**src/rtl/amp_ramp_pkg.sv**
```systemverilog
package amp_ramp_pkg;
    localparam int RT_W   = 3;
    localparam int CODE_W = 5;
    localparam int FULL_MULT = 32;

    // ticks between two steps for a given ramp-time code
    function automatic int unsigned step_ticks(input logic [RT_W-1:0] code,
                                               input int unsigned unit);
        case (code)
            3'd0:    return 1;
            3'd1:    return unit;
            3'd2:    return 2 * unit;
            3'd3:    return 4 * unit;
            3'd4:    return 8 * unit;
            3'd5:    return 12 * unit;
            3'd6:    return 16 * unit;
            default: return 32 * unit;
        endcase
    endfunction
endpackage

```
**src/rtl/ramp_prescaler.sv**
```systemverilog
module ramp_prescaler
    import amp_ramp_pkg::*;
#(
    parameter int unsigned STEP_UNIT = 2016
) (
    input  logic            clk,
    input  logic            rst_n,
    input  logic            tick,
    input  logic            busy,
    input  logic [RT_W-1:0] rt_code,
    output logic            step
);
    localparam int CNT_W = $clog2(FULL_MULT * STEP_UNIT);

    typedef struct packed {
        logic [CNT_W-1:0] cnt;
    } pre_st_t;

    pre_st_t          st_d, st_q;
    logic [CNT_W-1:0] last_d;

    always_comb begin
        last_d = CNT_W'(step_ticks(rt_code, STEP_UNIT) - 1);
        st_d   = st_q;
        step   = 1'b0;
        if (!busy) begin
            st_d.cnt = '0;
        end else if (tick) begin
            if (st_q.cnt >= last_d) begin
                step     = 1'b1;
                st_d.cnt = '0;
            end else begin
                st_d.cnt = st_q.cnt + 1'b1;
            end
        end
    end

    always_ff @(posedge clk or negedge rst_n) begin
        if (!rst_n) st_q <= '0;
        else        st_q <= st_d;
    end


    tick_hold_chk: assert property (@(posedge clk) disable iff (!rst_n)
        !tick |=> (st_q.cnt == $past(st_q.cnt)) || (st_q.cnt == '0));
endmodule

```
**src/rtl/ramp_stepper.sv**
```systemverilog
module ramp_stepper #(
    parameter int CODE_W = 5
) (
    input  logic              clk,
    input  logic              rst_n,
    input  logic              step,
    input  logic [CODE_W-1:0] goal,
    output logic [CODE_W-1:0] amp,
    output logic              busy
);
    typedef struct packed {
        logic [CODE_W-1:0] amp;
    } stp_st_t;

    stp_st_t st_d, st_q;

    always_comb begin
        st_d = st_q;
        if (step) begin
            if (goal > st_q.amp)      st_d.amp = st_q.amp + 1'b1;
            else if (goal < st_q.amp) st_d.amp = st_q.amp - 1'b1;
        end
    end

    always_ff @(posedge clk or negedge rst_n) begin
        if (!rst_n) st_q <= '0;
        else        st_q <= st_d;
    end

    assign amp  = st_q.amp;
    assign busy = (st_q.amp != goal);


    step_size_chk: assert property (@(posedge clk) disable iff (!rst_n)
        1'b1 |=> (amp == $past(amp))
              || ({1'b0, $past(amp)} + 1'b1 == {1'b0, amp})
              || ({1'b0, amp} + 1'b1 == {1'b0, $past(amp)}));

    toward_goal_chk: assert property (@(posedge clk) disable iff (!rst_n)
        1'b1 |=> (amp == $past(amp)) || ((amp > $past(amp)) == ($past(goal) > $past(amp))));

    hold_at_goal_chk: assert property (@(posedge clk) disable iff (!rst_n)
        (amp == goal) |=> (amp == $past(amp)));
endmodule

```
**src/rtl/amp_ramp_ctrl.sv**
```systemverilog
module amp_ramp_ctrl
    import amp_ramp_pkg::*;
#(
    parameter int          NCH       = 4,
    parameter int unsigned STEP_UNIT = 2016
) (
    input  logic                   clk,
    input  logic                   rst_n,
    input  logic                   tick,
    input  logic                   out_en,
    input  logic [NCH*CODE_W-1:0]  target,
    input  logic [NCH*RT_W-1:0]    rt_code,
    output logic [NCH*CODE_W-1:0]  amp,
    output logic [NCH-1:0]         at_target
);
    for (genvar c = 0; c < NCH; c++) begin : g_ch
        logic [CODE_W-1:0] goal;
        logic [CODE_W-1:0] amp_c;
        logic              busy;
        logic              step;

        assign goal = out_en ? target[c*CODE_W +: CODE_W] : '0;

        ramp_prescaler #(.STEP_UNIT(STEP_UNIT)) u_pre (
            .clk     (clk),
            .rst_n   (rst_n),
            .tick    (tick),
            .busy    (busy),
            .rt_code (rt_code[c*RT_W +: RT_W]),
            .step    (step)
        );

        ramp_stepper #(.CODE_W(CODE_W)) u_stp (
            .clk   (clk),
            .rst_n (rst_n),
            .step  (step),
            .goal  (goal),
            .amp   (amp_c),
            .busy  (busy)
        );

        assign amp[c*CODE_W +: CODE_W] = amp_c;
        assign at_target[c]            = ~busy;


        disabled_zero_chk: assert property (@(posedge clk) disable iff (!rst_n)
            (!out_en && at_target[c]) |-> (amp_c == '0));

        flag_match_chk: assert property (@(posedge clk) disable iff (!rst_n)
            at_target[c] |-> (amp_c == (out_en ? target[c*CODE_W +: CODE_W] : '0)));
    end
endmodule

```
**config.mk**
```make
export PLATFORM = sky130hd
export DESIGN_NAME = amp_ramp_ctrl
export DESIGN_NICKNAME = d
export VERILOG_FILES = /design/src/rtl/amp_ramp_pkg.sv /design/src/rtl/ramp_prescaler.sv /design/src/rtl/ramp_stepper.sv /design/src/rtl/amp_ramp_ctrl.sv
export SDC_FILE = /design/constraint.sdc
export NUM_CORES = 1
export LEC_CHECK = 0
export BUFFER_PORTS_ARGS = -buffer_cell sky130_fd_sc_hd__buf_2
export CAP_MARGIN = 15
export CORE_MARGIN = 2
export CORE_UTILIZATION = 59
export CTS_CLUSTER_DIAMETER = 40
export DETAILED_ROUTE_END_ITERATION = 10
export GPL_ROUTABILITY_DRIVEN = 0
export PLACE_DENSITY = 0.83
export SYNTH_ARGS = -nofsm -noshare
export SYNTH_HDL_FRONTEND = slang
export SYNTH_HIERARCHICAL = 1
export SYNTH_SLANG_ARGS = --single-unit
```
**constraint.sdc**
```tcl
create_clock -name clk -period 3.4 [get_ports clk]
set_clock_uncertainty 0.2 [all_clocks]
set_input_delay 0.17 -clock clk [delete_from_list [all_inputs] [get_ports clk]]
set_output_delay 0.17 -clock clk [all_outputs]
set_load 0.005 [all_outputs]
```
**After elaboration in Yosys (flattened, before gate mapping)**

Index checks and enable logic that the tools add are counted.

- Logic and storage cells: 124
- Input port bits: 36
- Register bits after elaboration: 84

- Equal/unequal tests: 32
- $add $sub $neg: 16
- Bitwise gates (word level): 4
- Reduce and logical (&&, ||, !) cells: 12
- Order comparisons: 12
- Muxes and demuxes: 40

Operators with widths:

| kind | number |
|---|---|
| 16-bit one-hot mux with 7 select lines | 4 |
| 16-bit 2-to-1 mux | 12 |
| 16-bit by 1-bit adder with 16-bit output (second input constant) | 4 |
| 16-bit greater-or-equal comparator | 4 |
| 16-bit by 1-bit subtractor with 16-bit output (second input constant) | 4 |
| 5-bit 2-to-1 mux | 12 |
| 3-bit == test (second input constant) | 12 |
| 3-bit by 2-bit == test with 1-bit output (second input constant) | 8 |
| 5-bit by 1-bit adder with 5-bit output (second input constant) | 4 |
| 5-bit greater-than comparator | 4 |
| 5-bit < comparator | 4 |
| 5-bit inequality test | 4 |
| 5-bit by 1-bit subtractor with 5-bit output (second input constant) | 4 |
| 3-bit by 1-bit == test with 1-bit output (second input constant) | 4 |
| 3-bit zero test | 4 |
| 1-bit 2-to-1 mux | 12 |
| 2-bit inequality test (second input constant) | 4 |
| 2-bit AND reduction | 4 |
| 2-bit nonzero test | 4 |
| 1-bit NOT | 4 |

**Longest topological paths before layout**

Gate-level depths: netlist (run 1).

- Word-level depth: 8
- Depth in mapped cells: 13

**By module**

The synthesis (run 1) kept the hierarchy.

By module, submodules not included:

| module | cells each | area each (um2) | times used | seq. area each (um2) |
|---|---|---|---|---|
| ramp_prescaler | 156 | 1345.0 | 4 | 400.4 |
| ramp_stepper | 44 | 481.7 | 4 | 125.1 |
| amp_ramp_ctrl | 26 | 168.9 | 1 | 0.0 |

**Worst setup path after synthesis (run 1)**

OpenSTA, ideal clock, no wires.

- Path type: input to register
- Start point: in rt_code[2]
- End point: reg g_ch[0].u_stp.st_q, in the netlist g_ch[0].u_stp/amp[4]
- Required time: 3.077 ns
- Setup time: 0.123 ns
- Buffers on the path: 1
- Slack: 0.836 ns
- Cell stages on the path: 13
- Arrival: 2.241 ns
- Cells stage by stage: clkbuf_1 -> nor2_1 -> nand2_1 -> inv_1 -> ha_1 -> nor2b_1 -> o211a_1 -> o311ai_2 -> a31oi_1 -> inv_1 -> a221oi_1 -> mux2_2 -> xnor2_1

- Longest elaborated chain between the ends: 8

RTL lines:

| item | RTL line | text |
|---|---|---|
| start, declared | amp_ramp_ctrl.sv:12 | `input logic [NCH*RT_W-1:0] rt_code,` |
| 3-bit == test, or another cell as far along | amp_ramp_pkg.sv:9 | `case (code)` |
| 16-bit one-hot mux with 7 select lines (*) | amp_ramp_pkg.sv:9 |  |
| 16-bit by 1-bit subtractor with 16-bit output (*) | ramp_prescaler.sv:23 | `last_d = CNT_W'(step_ticks(rt_code, STEP_UNIT) - 1);` |
| 16-bit greater-or-equal comparator (*) | ramp_prescaler.sv:29 | `if (st_q.cnt >= last_d) begin` |
| 1-bit 2-to-1 mux (*) | ramp_prescaler.sv:29 |  |
| 1-bit 2-to-1 mux (*) | ramp_prescaler.sv:28 | `end else if (tick) begin` |
| 1-bit 2-to-1 mux (*) | ramp_prescaler.sv:26 | `if (!busy) begin` |
| via g_ch[0].step | amp_ramp_ctrl.sv:20 | `logic step;` |
| 2-bit AND reduction (no line) (*) | -- |  |
| end signal, assigned | ramp_stepper.sv:27 | `else st_q <= st_d;` |
| end, declared | ramp_stepper.sv:15 | `stp_st_t st_d, st_q;` |

Mark *: on every way through the listed nets, which the timed path passes. The rest lies on a longest branch.
A chain may end at the register's enable or synchronous reset.

**Worst setup path in the final report (run 1)**

- Start point: reg g_ch[1].u_stp.st_q, in the netlist g_ch[1].u_stp/amp[2]
- End point: reg g_ch[1].u_stp.st_q, in the netlist g_ch[1].u_stp/amp[4]

- Longest elaborated chain between the ends: 3

RTL lines:

| item | RTL line | text |
|---|---|---|
| start, declared | ramp_stepper.sv:15 |  |
| start signal, assigned | ramp_stepper.sv:27 |  |
| 5-bit inequality test | ramp_stepper.sv:31 | `assign busy = (st_q.amp != goal);` |
| via g_ch[1].busy | amp_ramp_ctrl.sv:19 | `logic busy;` |
| 1-bit 2-to-1 mux | ramp_prescaler.sv:26 |  |
| 2-bit AND reduction (no line) | -- |  |

The timed path passes the listed nets, and every way through them passes these cells. The select of a mux whose other input is x is not followed.

==> reports/summary.log, run 1 <==
qor: setup_path.startpoint_type register
qor: floorplanning.rows 41
qor: power_and_ir_drop.cellPowerDensity 327 mW/mm²
qor: timing.layout_min_cycle_time 2.79 ns
qor: flow_run.drv_cap 0
qor: global_routing.grt_first_pass_wirelength 26.6 mm
qor: setup_path.endpoint_kind register
qor: cells_and_area.n_fill_cell 1,088
qor: routing.wl 15.6 mm
qor: logic_synthesis.synth_largest_type_area_fraction 0.281
qor: global_routing.grt_pass1_vias 5,746
qor: timing.min_period_over_period 0.819
qor: timing.timing.final.setup_violations 0
qor: timing.final-max-slew-violation-count 0
qor: global_routing.global_route_usage_over_all_layers 0.243
qor: floorplanning.effective_utilization_at_floorplan 0.597
qor: timing.setup_tns 0 ns
qor: cells_and_area.syn_to_final_growth 7.15%
qor: setup_path.timing.setup.critical_path_class register to register
qor: floorplanning.fp.dieW 117 µm
qor: min_path.min-delay-path-class input port to async pin
qor: cells_and_area.layout.cells.most_common_list 112 x sky130_fd_sc_hd__nand2_1, 100 x sky130_fd_sc_hd__ha_1, 84 x sky130_fd_sc_hd__dfrtp_1, 72 x sky130_fd_sc_hd__a21oi_1, 58 x sky130_fd_sc_hd__buf_2
qor: routing.detail_route.wl_per_cell 14.9 µm
qor: floorplanning.design.core.area 0.0125 mm²
qor: timing.maxClockFrequency 0.359 GHz
qor: logic_synthesis.synth_area 0.00748 mm²
qor: clock_network.clkTransAtPathRegs 0.06 ns
qor: timing.timing.max_slew.rel_slack 0.524
qor: global_routing.largest_net_degree_at_the_start_of_global_routing 56
qor: routing.viasPerCell 5.88
qor: floorplanning.dieHeight 117 µm
qor: setup_path.timing.critical_path.from g_ch[1].u_stp/amp[2]
qor: clock_network.clock_sinks 84
qor: cells_and_area.layout.cells.most_common sky130_fd_sc_hd__nand2_1
qor: setup_path.worstPathMaxFanout 6
qor: power_and_ir_drop.leakage 3.99 nW
qor: clock_network.post_cts_buffers 0
qor: cells_and_area.n_antenna_cell 0
qor: clock_network.cts-root-buf sky130_fd_sc_hd__clkbuf_16
qor: logic_synthesis.synth_edf_count 0
qor: timing.timing_worst_slew_pin_value 0.713 ns
qor: logic_synthesis.number_of_instances_in_the_synthesized_netlist 826
qor: clock_network.cts_buffers 9
qor: logic_synthesis.synthFlopType sky130_fd_sc_hd__dfrtp_1
qor: logic_synthesis.yosys-top-cells-area sky130_fd_sc_hd__dfrtp_1 28%, sky130_fd_sc_hd__ha_1 17%, sky130_fd_sc_hd__nand2_1 5.6%, sky130_fd_sc_hd__a21oi_1 4.8%, sky130_fd_sc_hd__a31oi_1 4.0%
qor: cells_and_area.fin_util 0.640
qor: routing.drt-pass1-iter-count 5
qor: cells_and_area.proportion_of_layout_cells_with_a_drive_suffix_above_1 0.155
qor: routing.via_count 6,163
qor: logic_synthesis.synthDominantAreaCellType sky130_fd_sc_hd__dfrtp_1
qor: logic_synthesis.post_synth.cell_area_avg 9.05 µm²
qor: logic_synthesis.ff_latch_count_synth 84
qor: timing.setup_repair_after_global_routing_missed_its_margin false
qor: clock_network.postCtsResizedCells 0
qor: floorplanning.ioPinCount 60
qor: power_and_ir_drop.power 2.62 mW
qor: clock_network.clk_path_buf_depth 2
qor: global_routing.initial_antenna_violation_count 0
qor: logic_synthesis.asyncSetResetFlopFracSynth 1.00
qor: setup_path.timing.critical_path.required 3.43 ns
qor: setup_path.cp_data_arrival_time 2.82 ns
qor: cells_and_area.final_net_count 1,011
qor: clock_network.cts-htree-levels 3
qor: logic_synthesis.synth.yosys.seq_area_share 0.281
qor: placement.portBuffers 59
qor: logic_synthesis.synth-warning-count 6
qor: routing.detailedRoute.firstIterationViolations 400
qor: clock_network.worst_skew_pair.late_latency 0.35 ns
qor: placement.hpwlAfterDp 11.7 mm
qor: floorplanning.dieArea 0.0136 mm²
qor: power_and_ir_drop.irDropWorstVdd 263 µV
qor: global_routing.globalRouteOverflowTotal 0
qor: clock_network.holdBufCountCts 1
qor: routing.drcViolationCount 0
qor: timing.holdWs 0.210 ns
qor: setup_path.ff_to_ff_start g_ch[1].u_stp/amp[2]
qor: logic_synthesis.mappedNetlistNets 966
qor: routing.ant_nets 0
qor: run_status.status complete, no violations
qor: clock_network.cts_tree built
qor: timing.hold_violations 0
qor: logic_synthesis.ys_types 46
==> layer usage <==
layer / global-route usage / wire length (µm) / up-vias
met1: 0.329 / 7540 / 2925
met3: 0.0519 / 552 / 15
met4: 0.0596 / 187 / 0
met5: 0 / 0 / -
met2: 0.402 / 7370 / 91
li1: - / - / 3132
==> path summary, 6_finish.rpt <==
check	cells past startpoint	slack, ns	endpoint
worst max-delay path	10	0.61	g_ch[1].u_stp/amp[4]
worst min-delay path	2	0.21	g_ch[2].u_pre/st_q[15]
worst max register to register	10	0.61	g_ch[1].u_stp/amp[4]
worst min register to register	1	0.30	g_ch[2].u_pre/st_q[15]
max in group asynchronous	3	2.08	g_ch[0].u_pre/st_q[9]
min in group clk	1	0.30	g_ch[2].u_pre/st_q[15]
==> metrics by stage <==
stage	cell area (µm²)	std cells	setup WS, ns
floorplan	7480	826	0.836
global placement	7740	1031	0.531
finish	8010	1048	0.614
detailed placement	7740	1031	0.492
global route	8010	1048	0.419
CTS	8010	1048	0.591
==> final cells by class <==
class	count	area (µm²)	share of cell area
clock inverter	2	10.0	0.00125
sequential	84	2100	0.262
multi-input combinational	664	4910	0.613
clock buffer	14	254	0.0317
inverter	48	180	0.0225
timing repair buffer	64	338	0.0422
tap	172	215	0.0269
==> logic make-up (layout without fill, tap and decap cells) <==
kind of cell | Yosys count | in the layout | synth area share
simple gates | 300 | 300 | 0.211
compound gates | 212 | 212 | 0.203
fa+ha+maj | 104 | 104 | 0.178
flops | 84 | 84 | 0.281
buf+inv | 78 | 128 | 0.0619
mux | 28 | 28 | 0.0415
xor+xnor | 20 | 20 | 0.0234
==> report_power, final <==
part / internal (mW) / switching, mW / leakage [nW]
clock network: 0.514 / 0.398 / 0.131
logic: 0.227 / 0.292 / 2.78
registers: 1.08 / 0.109 / 1.08
total: 1.82 / 0.800 / 3.99
==> Yosys cell counts (5+ instances only) <==
master,number
sky130_fd_sc_hd__a21oi_1,72
sky130_fd_sc_hd__a21oi_2,8
sky130_fd_sc_hd__a31oi_1,48
sky130_fd_sc_hd__a31oi_2,8
sky130_fd_sc_hd__a41oi_1,12
sky130_fd_sc_hd__and2_1,15
sky130_fd_sc_hd__and2_2,5
sky130_fd_sc_hd__and3_1,24
sky130_fd_sc_hd__and4_1,12
sky130_fd_sc_hd__buf_8,8
sky130_fd_sc_hd__clkbuf_1,12
sky130_fd_sc_hd__dfrtp_1,84
sky130_fd_sc_hd__ha_1,100
sky130_fd_sc_hd__inv_1,48
sky130_fd_sc_hd__mux2_2,8
sky130_fd_sc_hd__mux2i_1,16
sky130_fd_sc_hd__nand2_1,112
sky130_fd_sc_hd__nand2b_1,12
sky130_fd_sc_hd__nand3_1,48
sky130_fd_sc_hd__nand4_1,8
sky130_fd_sc_hd__nor2_1,28
sky130_fd_sc_hd__nor2b_1,12
sky130_fd_sc_hd__o21ai_0,20
sky130_fd_sc_hd__or2b_1,8
sky130_fd_sc_hd__xnor2_1,8
sky130_fd_sc_hd__xor2_1,12
==> sequential cells by signal, indices dropped and copies added (netlist names) <==
name	count
g_ch.u_pre/st_q	64
g_ch.u_stp/amp	20
==> critical path, cell delays in order (launching register included) <==
cell                       delay (ns)
sky130_fd_sc_hd__dfrtp_1         0.41
sky130_fd_sc_hd__inv_1           0.10
sky130_fd_sc_hd__ha_1            0.34
sky130_fd_sc_hd__and4_4          0.23
sky130_fd_sc_hd__nand2_1         0.17
sky130_fd_sc_hd__nand2_1         0.17
sky130_fd_sc_hd__ha_1            0.35
sky130_fd_sc_hd__a21oi_1         0.20
sky130_fd_sc_hd__a221oi_1        0.10
sky130_fd_sc_hd__mux2_2          0.29
sky130_fd_sc_hd__xnor2_1         0.12
(Power assumes the default switching activity.)
==> run 2, diff against run 1 <==
CORE_UTILIZATION = 56   (was 59)
PLACE_DENSITY = 0.82   (was 0.83)
clock period = 2.3 ns   (was 3.4 ns; I/O delays follow)
==> run 2 against run 1 <==
  * The run now fails in global routing
  * Synthesized cell count unchanged
  * Area after synthesis unchanged
==> reports/summary.log, run 2 <==
qor: clock_network.cts-root-buf sky130_fd_sc_hd__clkbuf_16
qor: floorplanning.rows 42
qor: logic_synthesis.synth_top_family_by_area simple AND/OR/NAND/NOR gates
qor: logic_synthesis.yosys-mux-area-fraction 0.0415
qor: placement.dpl-instance-area 0.00947 mm²
qor: logic_synthesis.post_synth.cell_area_avg 9.05 µm²
qor: clock_network.clk_path_buf_depth 2
qor: logic_synthesis.ff_latch_count_synth 84
qor: run_status.firstError [ERROR GRT-0232] Routing congestion too high. Check the congestion heatmap in the GUI.
qor: logic_synthesis.synth_largest_type_area_fraction 0.281
qor: timing.worstEpCategory register input
qor: logic_synthesis.ys_types 46
qor: logic_synthesis.simple_logic_cell_fraction_of_the_synthesized_area 0.211
qor: floorplanning.effective_utilization_at_floorplan 0.569
qor: logic_synthesis.synth_area 0.00748 mm²
qor: placement.post-place-cells 1,247
qor: global_routing.global_route_usage_over_all_layers 0.819
qor: logic_synthesis.synthFlopType sky130_fd_sc_hd__dfrtp_1
qor: logic_synthesis.post_synth_most_frequent_cells 112 x sky130_fd_sc_hd__nand2_1, 100 x sky130_fd_sc_hd__ha_1, 84 x sky130_fd_sc_hd__dfrtp_1
qor: logic_synthesis.synth_compound_area_frac 0.203
qor: run_status.status stopped before the end
qor: placement.hpwlAfterDp 15.5 mm
qor: clock_network.cts_buffers 9
qor: floorplanning.ioPinCount 60
qor: floorplanning.fp.dieW 120 µm
qor: timing.repair-timing-grt-worst-ep g_ch[1].u_stp/amp[4]$_DFFE_PN0P_/D
qor: logic_synthesis.number_of_instances_in_the_synthesized_netlist 826
qor: logic_synthesis.mappedNetlistNets 966
qor: placement.portBuffers 59
qor: clock_network.cts-htree-levels 3
qor: clock_network.clock_sinks 84
qor: logic_synthesis.most_frequent_cell_after_synthesis sky130_fd_sc_hd__nand2_1
qor: floorplanning.dieHeight 120 µm
qor: logic_synthesis.yosys-top-cells-area sky130_fd_sc_hd__dfrtp_1 28%, sky130_fd_sc_hd__ha_1 17%, sky130_fd_sc_hd__nand2_1 5.6%, sky130_fd_sc_hd__a21oi_1 4.8%, sky130_fd_sc_hd__a31oi_1 4.0%
qor: logic_synthesis.synth.yosys.seq_area_share 0.281
qor: run_status.flow.stopped_at global routing
qor: global_routing.globalRouteOverflowTotal 104
qor: logic_synthesis.synth-warning-count 6
qor: logic_synthesis.synth_edf_count 0
qor: logic_synthesis.synthXorXnorAreaFrac 0.0234
qor: global_routing.initial_antenna_violation_count 10
qor: logic_synthesis.asyncSetResetFlopFracSynth 1.00
qor: global_routing.largest_net_degree_at_the_start_of_global_routing 35
qor: logic_synthesis.synth_adder_area_share 0.178
qor: logic_synthesis.synthDominantAreaCellType sky130_fd_sc_hd__dfrtp_1
[run 2: stage by stage]
stage	util	worst slack (ns)	setup TNS, ns	hold slack [ns]
floorplan	-	-0.140	-1.31	-0.381
global placement	0.721	-0.278	-10.88	-0.109
detailed placement	0.721	-0.406	-16.76	-0.106
CTS	0.836	-0.230	-3.02	0.0566
[run 2: cell families after synthesis]
family / Yosys count
muxes: 28
DFF: 84
buffers and inverters: 78
and+or+nand+nor: 300
adders and majority gates: 104
xor gates and xnor gates: 20
AOI/OAI and AO/OA: 212
[run 2: what timing repair did]
action	in CTS
hold endpoints to repair	84
hold buffers	1
pin swaps	105
gates cloned	4
gates resized for setup	132
setup buffers	40
endpoints found under the setup margin	84
[run 2: per-layer routing]
metal  overflow  track usage
met1          0        0.803
met2         48        0.947
met3          3        0.705
met4         53        0.848
met5          0        0.434
==> run 3, diff against run 2 <==
CORE_UTILIZATION = 40   (was 56)
CTS_CLUSTER_DIAMETER = not set   (was 40)
PLACE_DENSITY = not set   (was 0.82)
PLACE_DENSITY_LB_ADDON = 0.15   (was not set)
clock period = 3 ns   (was 2.3 ns; I/O delays follow)
==> run 3 against run 2 <==
  * The flow now finishes without violations
==> reports/summary.log, run 3 (synthesis results as in run 1) <==
qor: run_status.status complete, no violations
qor: floorplanning.ioPinCount 60
qor: setup_path.timing.critical_path.required 3.04 ns
qor: timing.timing.final.setup_violations 0
qor: timing.holdWs 0.107 ns
qor: floorplanning.dieArea 0.0198 mm²
qor: routing.detailedRoute.firstIterationViolations 230
qor: timing.maxClockFrequency 0.365 GHz
qor: flow_run.drv_cap 0
qor: routing.detail_route.wl_per_cell 15.1 µm
qor: clock_network.cts-htree-levels 3
qor: floorplanning.fp.dieW 141 µm
qor: clock_network.cts_tree built
qor: clock_network.clock_sinks 84
qor: setup_path.ff2ff_setup_slack 0.26 ns
qor: routing.via_count 6,160
qor: setup_path.rr_endpoint g_ch[1].u_stp/amp[4]
qor: placement.hpwlAfterDp 12.9 mm
qor: global_routing.largest_net_degree_at_the_start_of_global_routing 49
qor: timing.setup_repair_after_global_routing_missed_its_margin false
qor: global_routing.grt_first_pass_wirelength 29.2 mm
qor: global_routing.globalRouteOverflowTotal 0
qor: power_and_ir_drop.leakage 4.10 nW
qor: routing.drcViolationCount 0
qor: clock_network.clk_path_buf_depth 2
qor: timing.setup_slack 0.262 ns
qor: routing.ant_nets 0
qor: cells_and_area.layout.cells.most_common sky130_fd_sc_hd__nand2_1
qor: global_routing.global_route_usage_over_all_layers 0.181
qor: clock_network.postCtsResizedCells 0
qor: clock_network.worst_skew_pair.late_latency 0.36 ns
qor: setup_path.startpoint_type register
qor: cells_and_area.n_fill_cell 1,785
qor: setup_path.worstPathMaxFanout 6
qor: routing.viasPerCell 5.48
qor: timing.min_period_over_period 0.913
qor: floorplanning.design.core.area 0.0181 mm²
qor: min_path.min-delay-path-class input port to async pin
qor: cells_and_area.fin_util 0.456
qor: clock_network.cts-root-buf sky130_fd_sc_hd__clkbuf_16
qor: cells_and_area.syn_to_final_growth 10.7%
qor: floorplanning.effective_utilization_at_floorplan 0.412
qor: clock_network.cts_buffers 9
qor: timing.timing_worst_slew_pin_value 0.600 ns
qor: global_routing.initial_antenna_violation_count 1
qor: cells_and_area.seq_area 0.00210 mm²
qor: cells_and_area.multi_input_area 0.00491 mm²
qor: setup_path.timing.setup.critical_path_class register to register
qor: cells_and_area.stdcell_area 0.00828 mm²
qor: cells_and_area.max_flop_register g_ch.u_pre/st_q
qor: power_and_ir_drop.irDropWorstVdd 292 µV
qor: cells_and_area.final_net_count 1,030
qor: placement.portBuffers 59
qor: placement.dpl-instance-area 0.00799 mm²
qor: setup_path.ff_to_ff_start g_ch[1].u_stp/amp[1]
qor: setup_path.endpoint_kind register
qor: timing.final-max-slew-violation-count 0
qor: cells_and_area.layout.cells.most_common_list 112 x sky130_fd_sc_hd__nand2_1, 100 x sky130_fd_sc_hd__ha_1, 84 x sky130_fd_sc_hd__dfrtp_1, 72 x sky130_fd_sc_hd__a21oi_1, 58 x sky130_fd_sc_hd__buf_2
qor: timing.layout_min_cycle_time 2.74 ns
qor: routing.drt-pass1-iter-count 5
qor: placement.place_ws 0.0951 ns
qor: cells_and_area.largest_register_ff_count 64
qor: setup_path.r2r_cells 10
qor: global_routing.grt_pass1_vias 5,854
qor: floorplanning.rows 49
qor: clock_network.clkTransAtPathRegs 0.07 ns
qor: floorplanning.dieHeight 141 µm
qor: power_and_ir_drop.cellPowerDensity 367 mW/mm²
qor: timing.setup_tns 0 ns
qor: timing.timing.max_slew.rel_slack 0.599
qor: setup_path.cp_data_arrival_time 2.78 ns
qor: routing.wl 17.0 mm
qor: timing.hold_violations 0
qor: cells_and_area.proportion_of_layout_cells_with_a_drive_suffix_above_1 0.178
[run 3: metrics by stage]
| step | total power, mW | std cells |
|---|---|---|
| after floorplan | 1.80 | 826 |
| after global placement | 1.96 | 1107 |
| after detailed placement | 1.97 | 1107 |
| after CTS | 3.08 | 1124 |
| after global routing | 3.23 | 1124 |
| final | 3.04 | 1125 |
[run 3: report_power, final]
part | internal (mW) | total, mW | switching (mW)
combinational | 0.273 | 0.607 | 0.333
sequential | 1.22 | 1.35 | 0.124
clock | 0.565 | 1.08 | 0.519
total | 2.06 | 3.04 | 0.975
[run 3: worst max path at each step]
stage                                    start              endpoint  depth (start not counted)
after global routing      g_ch[2].u_stp/amp[1]  g_ch[2].u_stp/amp[4]                         10
after CTS                 g_ch[1].u_stp/amp[1]  g_ch[1].u_stp/amp[4]                         10
after global placement                  out_en  g_ch[0].u_stp/amp[4]                         11
after floorplan                     rt_code[2]  g_ch[0].u_stp/amp[4]                         13
after detailed placement                out_en  g_ch[1].u_stp/amp[4]                         11
final                     g_ch[1].u_stp/amp[1]  g_ch[1].u_stp/amp[4]                         10
[run 3: worst max-delay path: stages, from the launching register on]
cell,delay (ns)
sky130_fd_sc_hd__dfrtp_1,0.45
sky130_fd_sc_hd__inv_1,0.07
sky130_fd_sc_hd__ha_1,0.30
sky130_fd_sc_hd__and4_4,0.20
sky130_fd_sc_hd__nand2_1,0.18
sky130_fd_sc_hd__nand2_1,0.16
sky130_fd_sc_hd__ha_1,0.35
sky130_fd_sc_hd__a21oi_1,0.20
sky130_fd_sc_hd__a221oi_1,0.10
sky130_fd_sc_hd__mux2_2,0.28
sky130_fd_sc_hd__xnor2_1,0.12
[run 3: layout make-up]
type | instances | area share
multi-input cells | 664 | 0.593
flip-flops and latches | 84 | 0.254
diodes | 1 | 0.000302
repair buffers | 83 | 0.0626
inverters | 48 | 0.0218
well taps | 229 | 0.0346
clock buffers | 9 | 0.0272
clock inverters | 7 | 0.00620
[run 3: routing by layer]
metal / vias to the layer above / wire length (µm) / GRT usage
li1: 3175 / - / -
met1: 2875 / 8570 / 0.256
met2: 91 / 7590 / 0.281
met3: 19 / 582 / 0.0292
met4: 0 / 299 / 0.0616
met5: - / 0 / 0
[run 3: what timing repair did]
action,in CTS,in global routing
endpoints found under the hold margin,36,0
hold buffers,1,0
buffers inserted,0,0
